### config.mk
export PLATFORM = sky130hd
export DESIGN_NAME = heap_sorter
export DESIGN_NICKNAME = d
export VERILOG_FILES = /design/src/rtl/sorter_pkg.sv /design/src/rtl/sort_cmp.sv /design/src/rtl/sort_node.sv /design/src/rtl/heap_sorter.sv
export SDC_FILE = /design/constraint.sdc
export NUM_CORES = 1
export LEC_CHECK = 0
export BUFFER_PORTS_ARGS = -buffer_cell sky130_fd_sc_hd__buf_2
export CAP_MARGIN = 10
export CORE_UTILIZATION = 61
export DETAILED_ROUTE_END_ITERATION = 10
export GPL_ROUTABILITY_DRIVEN = 0
export PLACE_DENSITY = 0.78
export SLEW_MARGIN = 10
export SYNTH_ARGS = -nofsm -noshare
export SYNTH_HDL_FRONTEND = slang
export SYNTH_SLANG_ARGS = --single-unit
### constraint.sdc
create_clock -name clk -period 17 [get_ports clk]
set_input_delay 0.85 -clock clk [delete_from_list [all_inputs] [get_ports clk]]
set_output_delay 0.85 -clock clk [all_outputs]
set_load 0.02 [all_outputs]
### src/rtl/sorter_pkg.sv
`timescale 1ns/1ps
package sorter_pkg;
  // node count of a full binary tree with the given number of levels
  function automatic int tree_nodes(input int levels);
    return (1 << levels) - 1;
  endfunction
endpackage

### src/rtl/sort_cmp.sv
`timescale 1ns/1ps
// unsigned compare, ties favour operand a
module sort_cmp #(
  parameter int W = 16
) (
  input  logic [W-1:0] a,
  input  logic [W-1:0] b,
  output logic         a_ge
);
  assign a_ge = (a >= b);
endmodule

### src/rtl/sort_node.sv
`timescale 1ns/1ps
module sort_node #(
  parameter int W = 16
) (
  input  logic         clk,
  input  logic         rst_n,
  input  logic         hold,
  input  logic         wr_mode,
  input  logic         in_v,
  input  logic [W-1:0] in_d,
  input  logic         pull,
  input  logic         l_v,
  input  logic [W-1:0] l_d,
  input  logic         r_v,
  input  logic [W-1:0] r_d,
  output logic         q_v,
  output logic [W-1:0] q_d,
  output logic         dn_v,
  output logic [W-1:0] dn_d,
  output logic         dn_right,
  output logic         pull_l,
  output logic         pull_r
);
  logic         tog;
  logic         keep_old;
  logic         left_ge;
  logic [W-1:0] winner;
  logic         pick_l;

  // insertion comparator: stored value against arrival
  sort_cmp #(.W(W)) u_wr_cmp (.a(q_d), .b(in_d), .a_ge(keep_old));
  // refill comparator: left child root against right child root
  sort_cmp #(.W(W)) u_rd_cmp (.a(l_d), .b(r_d), .a_ge(left_ge));

  always_comb begin
    winner   = keep_old ? q_d : in_d;
    dn_d     = keep_old ? in_d : q_d;
    dn_v     = wr_mode && in_v && q_v;
    dn_right = tog;
    pick_l   = l_v && (!r_v || left_ge);
    pull_l   = !wr_mode && pull && pick_l;
    pull_r   = !wr_mode && pull && !pick_l && r_v;
  end

  always_ff @(posedge clk or negedge rst_n) begin
    if (!rst_n) begin
      q_v <= 1'b0;
      q_d <= '0;
      tog <= 1'b0;
    end else if (!hold) begin
      if (wr_mode) begin
        if (in_v) begin
          if (q_v) begin
            q_d <= winner;
            tog <= ~tog;
          end else begin
            q_v <= 1'b1;
            q_d <= in_d;
          end
        end
      end else if (pull) begin
        if (l_v || r_v) begin
          q_d <= pick_l ? l_d : r_d;
        end else begin
          q_v <= 1'b0;
          q_d <= '0;
        end
      end
    end
  end
endmodule

### src/rtl/heap_sorter.sv
`timescale 1ns/1ps
module heap_sorter
  import sorter_pkg::*;
#(
  parameter int WIDTH = 16,
  parameter int DEPTH = 4
) (
  input  logic             clk,
  input  logic             rst_n,
  input  logic             hold,
  input  logic             wr_mode,
  input  logic [WIDTH-1:0] din,
  output logic [WIDTH-1:0] dout
);
  localparam int NODES = tree_nodes(DEPTH);
  localparam int INNER = tree_nodes(DEPTH - 1);

  logic             nv      [NODES];
  logic [WIDTH-1:0] nd      [NODES];
  logic             iv      [NODES];
  logic [WIDTH-1:0] idat    [NODES];
  logic             pl      [NODES];
  logic             dv      [NODES];
  logic [WIDTH-1:0] dd      [NODES];
  logic             dr      [NODES];
  logic             ql      [NODES];
  logic             qr      [NODES];
  logic             lv      [NODES];
  logic [WIDTH-1:0] ld      [NODES];
  logic             rv      [NODES];
  logic [WIDTH-1:0] rd      [NODES];
  logic [NODES-1:0] occ;

  for (genvar k = 0; k < NODES; k++) begin : g_node
    if (k == 0) begin : g_root
      assign iv[k]   = 1'b1;
      assign idat[k] = din;
      assign pl[k]   = 1'b1;
    end else begin : g_child
      localparam int P = (k - 1) / 2;
      localparam bit IS_RIGHT = (k % 2) == 0;
      assign iv[k]   = dv[P] && (dr[P] == IS_RIGHT);
      assign idat[k] = dd[P];
      assign pl[k]   = IS_RIGHT ? qr[P] : ql[P];
    end

    if (k < INNER) begin : g_inner
      assign lv[k] = nv[2*k+1];
      assign ld[k] = nd[2*k+1];
      assign rv[k] = nv[2*k+2];
      assign rd[k] = nd[2*k+2];
    end else begin : g_leaf
      assign lv[k] = 1'b0;
      assign ld[k] = '0;
      assign rv[k] = 1'b0;
      assign rd[k] = '0;
    end

    sort_node #(.W(WIDTH)) u_node (
      .clk     (clk),
      .rst_n   (rst_n),
      .hold    (hold),
      .wr_mode (wr_mode),
      .in_v    (iv[k]),
      .in_d    (idat[k]),
      .pull    (pl[k]),
      .l_v     (lv[k]),
      .l_d     (ld[k]),
      .r_v     (rv[k]),
      .r_d     (rd[k]),
      .q_v     (nv[k]),
      .q_d     (nd[k]),
      .dn_v    (dv[k]),
      .dn_d    (dd[k]),
      .dn_right(dr[k]),
      .pull_l  (ql[k]),
      .pull_r  (qr[k])
    );

    assign occ[k] = nv[k];
  end

  assign dout = nv[0] ? nd[0] : '0;
endmodule

==> results of run 1 <==
-- routing by layer --
metal,vias to the layer above,share of wire,global-route usage
met5,-,0.00021,0
met4,2,0.057,0.193
met3,247,0.089,0.0716
met2,970,0.46,0.603
met1,9730,0.39,0.444
li1,9173,-,-
-- metrics by stage --
| step | cells | util | hold WS (ps) | instance area [µm²] | worst slack [ps] |
|---|---|---|---|---|---|
| floorplan | 2521 | - | 460 | 22200 | 6370 |
| global placement | 2946 | 0.639 | 472 | 22800 | 5240 |
| detailed placement | 2946 | 0.639 | 485 | 22800 | 4950 |
| CTS | 3005 | 0.671 | 413 | 23900 | 5390 |
| global route | 3005 | 0.672 | 460 | 24000 | 4530 |
| finish | 3007 | 0.672 | 356 | 24000 | 5120 |
-- worst max path at each step --
stage,from,end,slack (ps),cells past startpoint
floorplan,din[15],g_node[14].u_node.q_d[10],6370,44
global placement,din[15],g_node[14].u_node.q_d[7],5240,40
detailed placement,din[14],g_node[14].u_node.q_d[15],4950,40
CTS,g_node[0].u_node.q_d[15],g_node[14].u_node.q_d[6],5390,38
global route,din[15],g_node[14].u_node.q_d[15],4530,40
finish,din[11],g_node[14].u_node.q_d[6],5120,40
-- worst max-delay path: cells and delay by family --
| kind | cells | cell delay, ps |
|---|---|---|
| compound gates | 21 | 5990 |
| mux | 2 | 920 |
| fa+ha+maj | 4 | 1250 |
| buf+inv | 5 | 800 |
| simple gates | 8 | 2510 |
-- sequential cells by signal, summed over array words and instances (netlist names) --
register / cells
g_node.u_node.q_d: 240
g_node.u_node.q_v: 15
g_node.u_node.dn_right: 7
-- Yosys cell counts, types with 43 or more instances --
cell and n:
ha_1 326, dfrtp_1 262, nand2_1 223, nor2_1 217, a21oi_1 202, inv_1 201
o21ai_0 142, mux2i_1 123, a21o_1 85, mux2_2 83, clkbuf_1 78, o211ai_1 59
nand2b_1 45, o21a_1 43
-- kinds of logic after synthesis --
group                      Yosys count
adders and majority gates          334
DFF                                262
and+or+nand+nor                    682
muxes                              219
buffers and inverters              304
xor gates and xnor gates             4
AOI/OAI and AO/OA                  716
-- final cells by class --
| type | instances | area, µm² | area share |
|---|---|---|---|
| multi-input cells | 1955 | 14500 | 0.605 |
| flip-flops and latches | 262 | 6560 | 0.274 |
| clock buffers | 53 | 1060 | 0.0441 |
| inverters | 201 | 754 | 0.0315 |
| well taps | 461 | 577 | 0.0241 |
| repair buffers | 67 | 428 | 0.0179 |
| clock inverters | 6 | 80.1 | 0.00334 |
| diodes | 2 | 5.00 | 0.000209 |
==> summary.md, run 1 <==
| Metric | Value |
|---|---|
| Routed vias | `20122` |
| Setup crit end kind | `flop` |
| Slowest CP cell | `a2111oi_0` |
| CTS resizes | `0` |
| Least-Margin Pin Slew | `1280 ps` |
| Syn_area_per_cell | `8.79 µm²` |
| First-pass GRT wire length | `105000 µm` |
| WL per Instance | `22.3 µm` |
| Commonest non-fill, non-tap cells in the layout | `ha_1, dfrtp_1, nand2_1` |
| GRT Total Usage | `0.363` |
| YS warnings | `0` |
| DR vias/cell | `6.69` |
| Initial antenna violation count | `2` |
| RSZ-0062 raised after global routing | `false` |
| Setup TNS | `0 ps` |
| Antenna Nets Post-Route | `0` |
| Crit-path max cell delay | `840 ps` |
| RR Endpoint | `g_node[14].u_node.q_d[6]` |
| Clock insertion delay at the later pin of the skew report | `550 ps` |
| Mux cell area share after synthesis | `0.104` |
| Mapped Area | `22100 µm²` |
| # rows | `69` |
| EDFF count, synth | `0` |
| F_max | `84.2 MHz` |
| Reg2reg path depth | `38` |
| Area Overhead vs Synth | `8.16%` |
| Top-area cell type share of the netlist area | `0.296` |
| CTS max path bufs | `3` |
| Die Width | `193 µm` |
| Slew Limit Headroom | `0.144` |
| Final worst-path cycle share | `0.699` |
| # IOs | `36` |
| R2R setup slack | `5150 ps` |
| Synth Area in XOR/XNOR | `0.00158` |
| Synth Instances | `2521` |
| Syn Nets | `2867` |
| Crit start category | `primary input` |
| Status | `finished clean` |
| Clk_skew | `17.6 ps` |
| Setup CP Type | `in2reg` |
| Initial Utilization | `0.621` |
| Layout cells sized above 1 | `0.0928` |
| CP most frequent cell | `a21o_1` |
| Post-DP HPWL | `50000 µm` |
| DR iter-0 viols | `1944` |
| Min cycle time layout | `11880 ps` |
| Num CTS Buffers | `34` |
| Critical Path AT | `12320 ps` |
| Count of cell types in the netlist | `82` |
| CTS clk-pin slew, worst paths | `60 ps` |
| Register area share after synthesis | `0.296` |
| Main combinational cell family by area after synthesis | `compound AO/OA/AOI/OAI gates` |
| Setup violations, final | `0` |
| Die ar. | `37100 µm²` |
| Most common cell after layout, fill and taps aside | `ha_1` |
| Layout net count | `2867` |
| CTS tree | `done` |
| CORE AREA | `35700 µm²` |
| DRC viols | `0` |
| Worst EP required | `17440 ps` |
| Slew Viols, Final | `0` |
| # fillers | `2834` |
| CTS sink cnt | `262` |
| CTS root buffer | `clkbuf_16` |
| Crit path max fanout | `29` |
| First-pass DRT Iterations | `6` |
| H-tree levels | `2` |
| Total grt overflow | `0` |
| Chip Height | `193 µm` |
| Adder-Cell Fraction of Synth Area | `0.188` |
| Largest net degree at the start of global routing | `113` |
| Async SR Flop Fraction | `1.00` |
| Compound-gate portion of the synthesized area | `0.215` |
| Yosys reg bits | `262` |
| Port-buffer cells | `35` |
| Vias in the first global route | `19369` |
| RR Startpoint | `g_node[0].u_node.q_d[15]` |
| Area leader, netlist | `dfrtp_1` |
| Post-synth top flop | `dfrtp_1` |
| Worst hold path type | `in2async` |
| Main area contributors after synthesis | `dfrtp_1, ha_1, mux2i_1` |
| Total length of routed wires | `67000 µm` |
| Final Hold Viols | `0` |
| Post-Synth Simple-Gate Area | `0.142` |
| Max-Cap Viols | `0` |
| Hold buffers post-CTS | `0` |
| Setup bufs post-CTS | `0` |
Power of run 1 is not shown: default switching activity piles up to over one toggle a cycle in this logic, so the estimate is an artifact.
==> run 2: changes to the inputs <==
Settings changed: ABC_AREA set to 1, CORE_UTILIZATION 61 to 59.
Clock period 17 ns to 9.9 ns, I/O delays scaled along.
==> summary.md, run 2 <==
| Metric | Value |
|---|---|
| Status | `finished clean` |
| Post-synth top flop | `dfrtp_1` |
| Most common cell after layout, fill and taps aside | `nand2_1` |
| Commonest non-fill, non-tap cells in the layout | `nand2_1, ha_1, inv_1` |
| Worst Hold Path Cells | `3` |
| F_max | `111 MHz` |
| Hold path start | `din[7]` |
| EDFF count, synth | `0 (unchanged)` |
| # rows | `69 (unchanged)` |
| Die ar. | `37700 µm² (+1.6%)` |
| YS warnings | `0 (unchanged)` |
| Setup CP Type | `reg2reg` |
| Final Hold Viols | `0 (unchanged)` |
| CTS max path bufs | `3 (unchanged)` |
| Critical Path AT | `9530 ps (-2790 ps)` |
| CP most frequent cell | `nand2_1` |
| Least-Margin Pin Slew | `1160 ps (-112 ps)` |
| CTS resizes | `0 (unchanged)` |
| Mux cell area share after synthesis | `0.00724 (-0.0971)` |
| Antenna Nets Post-Route | `0 (unchanged)` |
| Synth Instances | `3003 (+19%)` |
| Syn_area_per_cell | `7.25 µm² (-17%)` |
| Slew Limit Headroom | `0.224 (+0.0806)` |
| WL per Instance | `19.2 µm (-14%)` |
| Syn Nets | `3349 (+17%)` |
| Main area contributors after synthesis | `dfrtp_1, ha_1, nand2_1` |
| Non-filler cells, final | `3485 (+16%)` |
| Area Overhead vs Synth | `8.33%` |
| Post-Synth Simple-Gate Area | `0.256 (+0.113)` |
| Vias in the first global route | `20972 (+8.3%)` |
| Initial antenna violation count | `0 (-2)` |
| First-pass DRT Iterations | `9 (+3)` |
| CTS tree | `done` |
| Largest Register | `g_node.u_node.q_d` |
| Clock insertion delay at the later pin of the skew report | `600 ps (+50 ps)` |
| Inserted Diodes | `0 (-2)` |
| Max-Cap Viols | `0 (unchanged)` |
| Setup violations, final | `0 (unchanged)` |
| CTS root buffer | `clkbuf_16` |
| # IOs | `36 (unchanged)` |
| Post-DP HPWL | `48600 µm (-2.7%)` |
| Setup TNS | `0 ps (unchanged)` |
| Mapped Area | `21800 µm² (-1.7%)` |
| Worst EP required | `10420 ps (-7020 ps)` |
| Slowest CP cell | `o21ai_0` |
| Area leader, netlist | `dfrtp_1` |
| Main combinational cell family by area after synthesis | `simple AND/OR/NAND/NOR gates` |
| Async SR Flop Fraction | `1.00 (unchanged)` |
| Placed insts | `3425 (+16%)` |
| Compound-gate portion of the synthesized area | `0.170 (-0.0449)` |
| Count of cell types in the netlist | `46 (-44%)` |
| Slew Viols, Final | `0 (unchanged)` |
| Final worst-path cycle share | `0.910` |
| Max FFs per register | `240 (unchanged)` |
| Reg2reg path depth | `41 (+7.9%)` |
| Total grt overflow | `0 (unchanged)` |
| Layout cells sized above 1 | `0.0694 (-0.0233)` |
| RR Startpoint | `g_node[0].u_node.q_d[3]` |
| Post-synth top cells | `nand2_1, ha_1, inv_1, nor2_1, dfrtp_1` |
| DR vias/cell | `6.22 (-7.0%)` |
| Port-buffer cells | `35 (unchanged)` |
| Chip Height | `194 µm (+0.79%)` |
| H-tree levels | `1 (-1)` |
| DR iter-0 viols | `2334 (+20%)` |
| Layout net count | `3345 (+17%)` |
| Worst hold endpoint | `g_node[0].u_node.q_d[7]` |
| RR Endpoint | `g_node[7].u_node.q_d[14]` |
| Register area share after synthesis | `0.301 (+0.00519)` |
| Num CTS Buffers | `31 (-8.8%)` |
| RSZ-0062 raised after global routing | `false` |
| Adder-Cell Fraction of Synth Area | `0.187 (-0.000387)` |
| Worst hold path type | `in2reg` |
| Count leader, synth | `nand2_1` |
| Min cycle time layout | `9010 ps` |
| Largest net degree at the start of global routing | `160 (+42%)` |
| CTS sink cnt | `262 (unchanged)` |
| Clk_skew | `21.8 ps (+4.18 ps)` |
| Setup crit end kind | `flop` |
| Die Width | `194 µm (+0.79%)` |
| CORE AREA | `35900 µm² (+0.73%)` |
| Crit path max fanout | `34 (+17%)` |
| Crit-path max cell delay | `670 ps (-170 ps)` |
| Crit start category | `flop` |
| First-pass GRT wire length | `109000 µm (+4.3%)` |
| Routed vias | `21693 (+7.8%)` |
| GRT Total Usage | `0.356 (-0.00712)` |
| R2R setup slack | `890 ps (-4260 ps)` |
| Initial Utilization | `0.606 (-0.0151)` |
| CTS clk-pin slew, worst paths | `60 ps (about the same)` |
| Top-area cell type share of the netlist area | `0.301 (+0.00519)` |
| Total length of routed wires | `67000 µm (about the same)` |
| Synth Area in XOR/XNOR | `0.000805 (-0.000777)` |
| Yosys reg bits | `262 (unchanged)` |
| DRC viols | `0 (unchanged)` |
run 2: cell types whose count changed after synthesis, moves of 69 or more:
| cell | before | now |
|---|---|---|
| o21ai_0 | 142 | 229 |
| a21o_1 | 85 | 5 |
| mux2i_1 | 123 | 0 |
| nand2_1 | 223 | 733 |
| inv_1 | 201 | 308 |
| mux2_2 | 83 | 14 |
| nand3_1 | 33 | 208 |
run 2: through the flow:
step	setup WS, ps	instance area [µm²]	util	hold WS (ps)
after floorplan	2520	21800	-	199
after global placement	1150	22400	0.622	476
after detailed placement	885	22400	0.622	492
after CTS	1010	23600	0.656	160
after global routing	55.0	23600	0.657	187
final	888	23600	0.657	170
run 2: worst max-delay path by stage:
| stage | cells past startpoint | from | slack (ps) | endpoint |
|---|---|---|---|---|
| 6_report | 41 | g_node[0].u_node.q_d[3] | 890 | g_node[7].u_node.q_d[14] |
| 5_1_grt | 41 | g_node[0].u_node.q_d[3] | 60 | g_node[7].u_node.q_d[13] |
| 4_1_cts | 41 | g_node[0].u_node.q_d[3] | 1010 | g_node[7].u_node.q_d[14] |
| 3_5_place_dp | 39 | din[11] | 880 | g_node[7].u_node.q_d[14] |
| 3_3_place_gp | 43 | din[3] | 1150 | g_node[7].u_node.q_d[5] |
| 2_1_floorplan | 46 | din[3] | 2520 | g_node[8].u_node.q_d[1] |
run 2: logic make-up after synthesis:
group / after synthesis
simple gates: 1333
fa+ha+maj: 326
mux: 14
compound gates: 637
flops: 262
buf+inv: 429
xor+xnor: 2
run 2: routing by layer:
layer / wire length (µm) / GRT usage
met1: 27800 / 0.479
met2: 28700 / 0.549
met3: 7670 / 0.0821
met4: 2880 / 0.154
met5: 0 / 0
run 2: final cells by class:
type / instances / area, µm²
fill: 3046 / 12300
multi-input combinational: 2312 / 13600
tap: 461 / 577
clock inverter: 13 / 277
sequential: 262 / 6560
clock buffer: 45 / 918
inverter: 319 / 1200
timing repair buffer: 73 / 493
run 2: critical path, delay by kind of cell, from the launching register on:
family | cells | cell delay [ps]
compound gates | 11 | 3630
simple gates | 26 | 3500
fa+ha+maj | 4 | 1380
flops | 1 | 420
run 2: repair_timing:
action,4_1_cts,5_1_grt
hold buffers,1,0
hold endpoints to repair,15,0
buffers inserted,0,0
Power of run 2 is left out for the same reason.
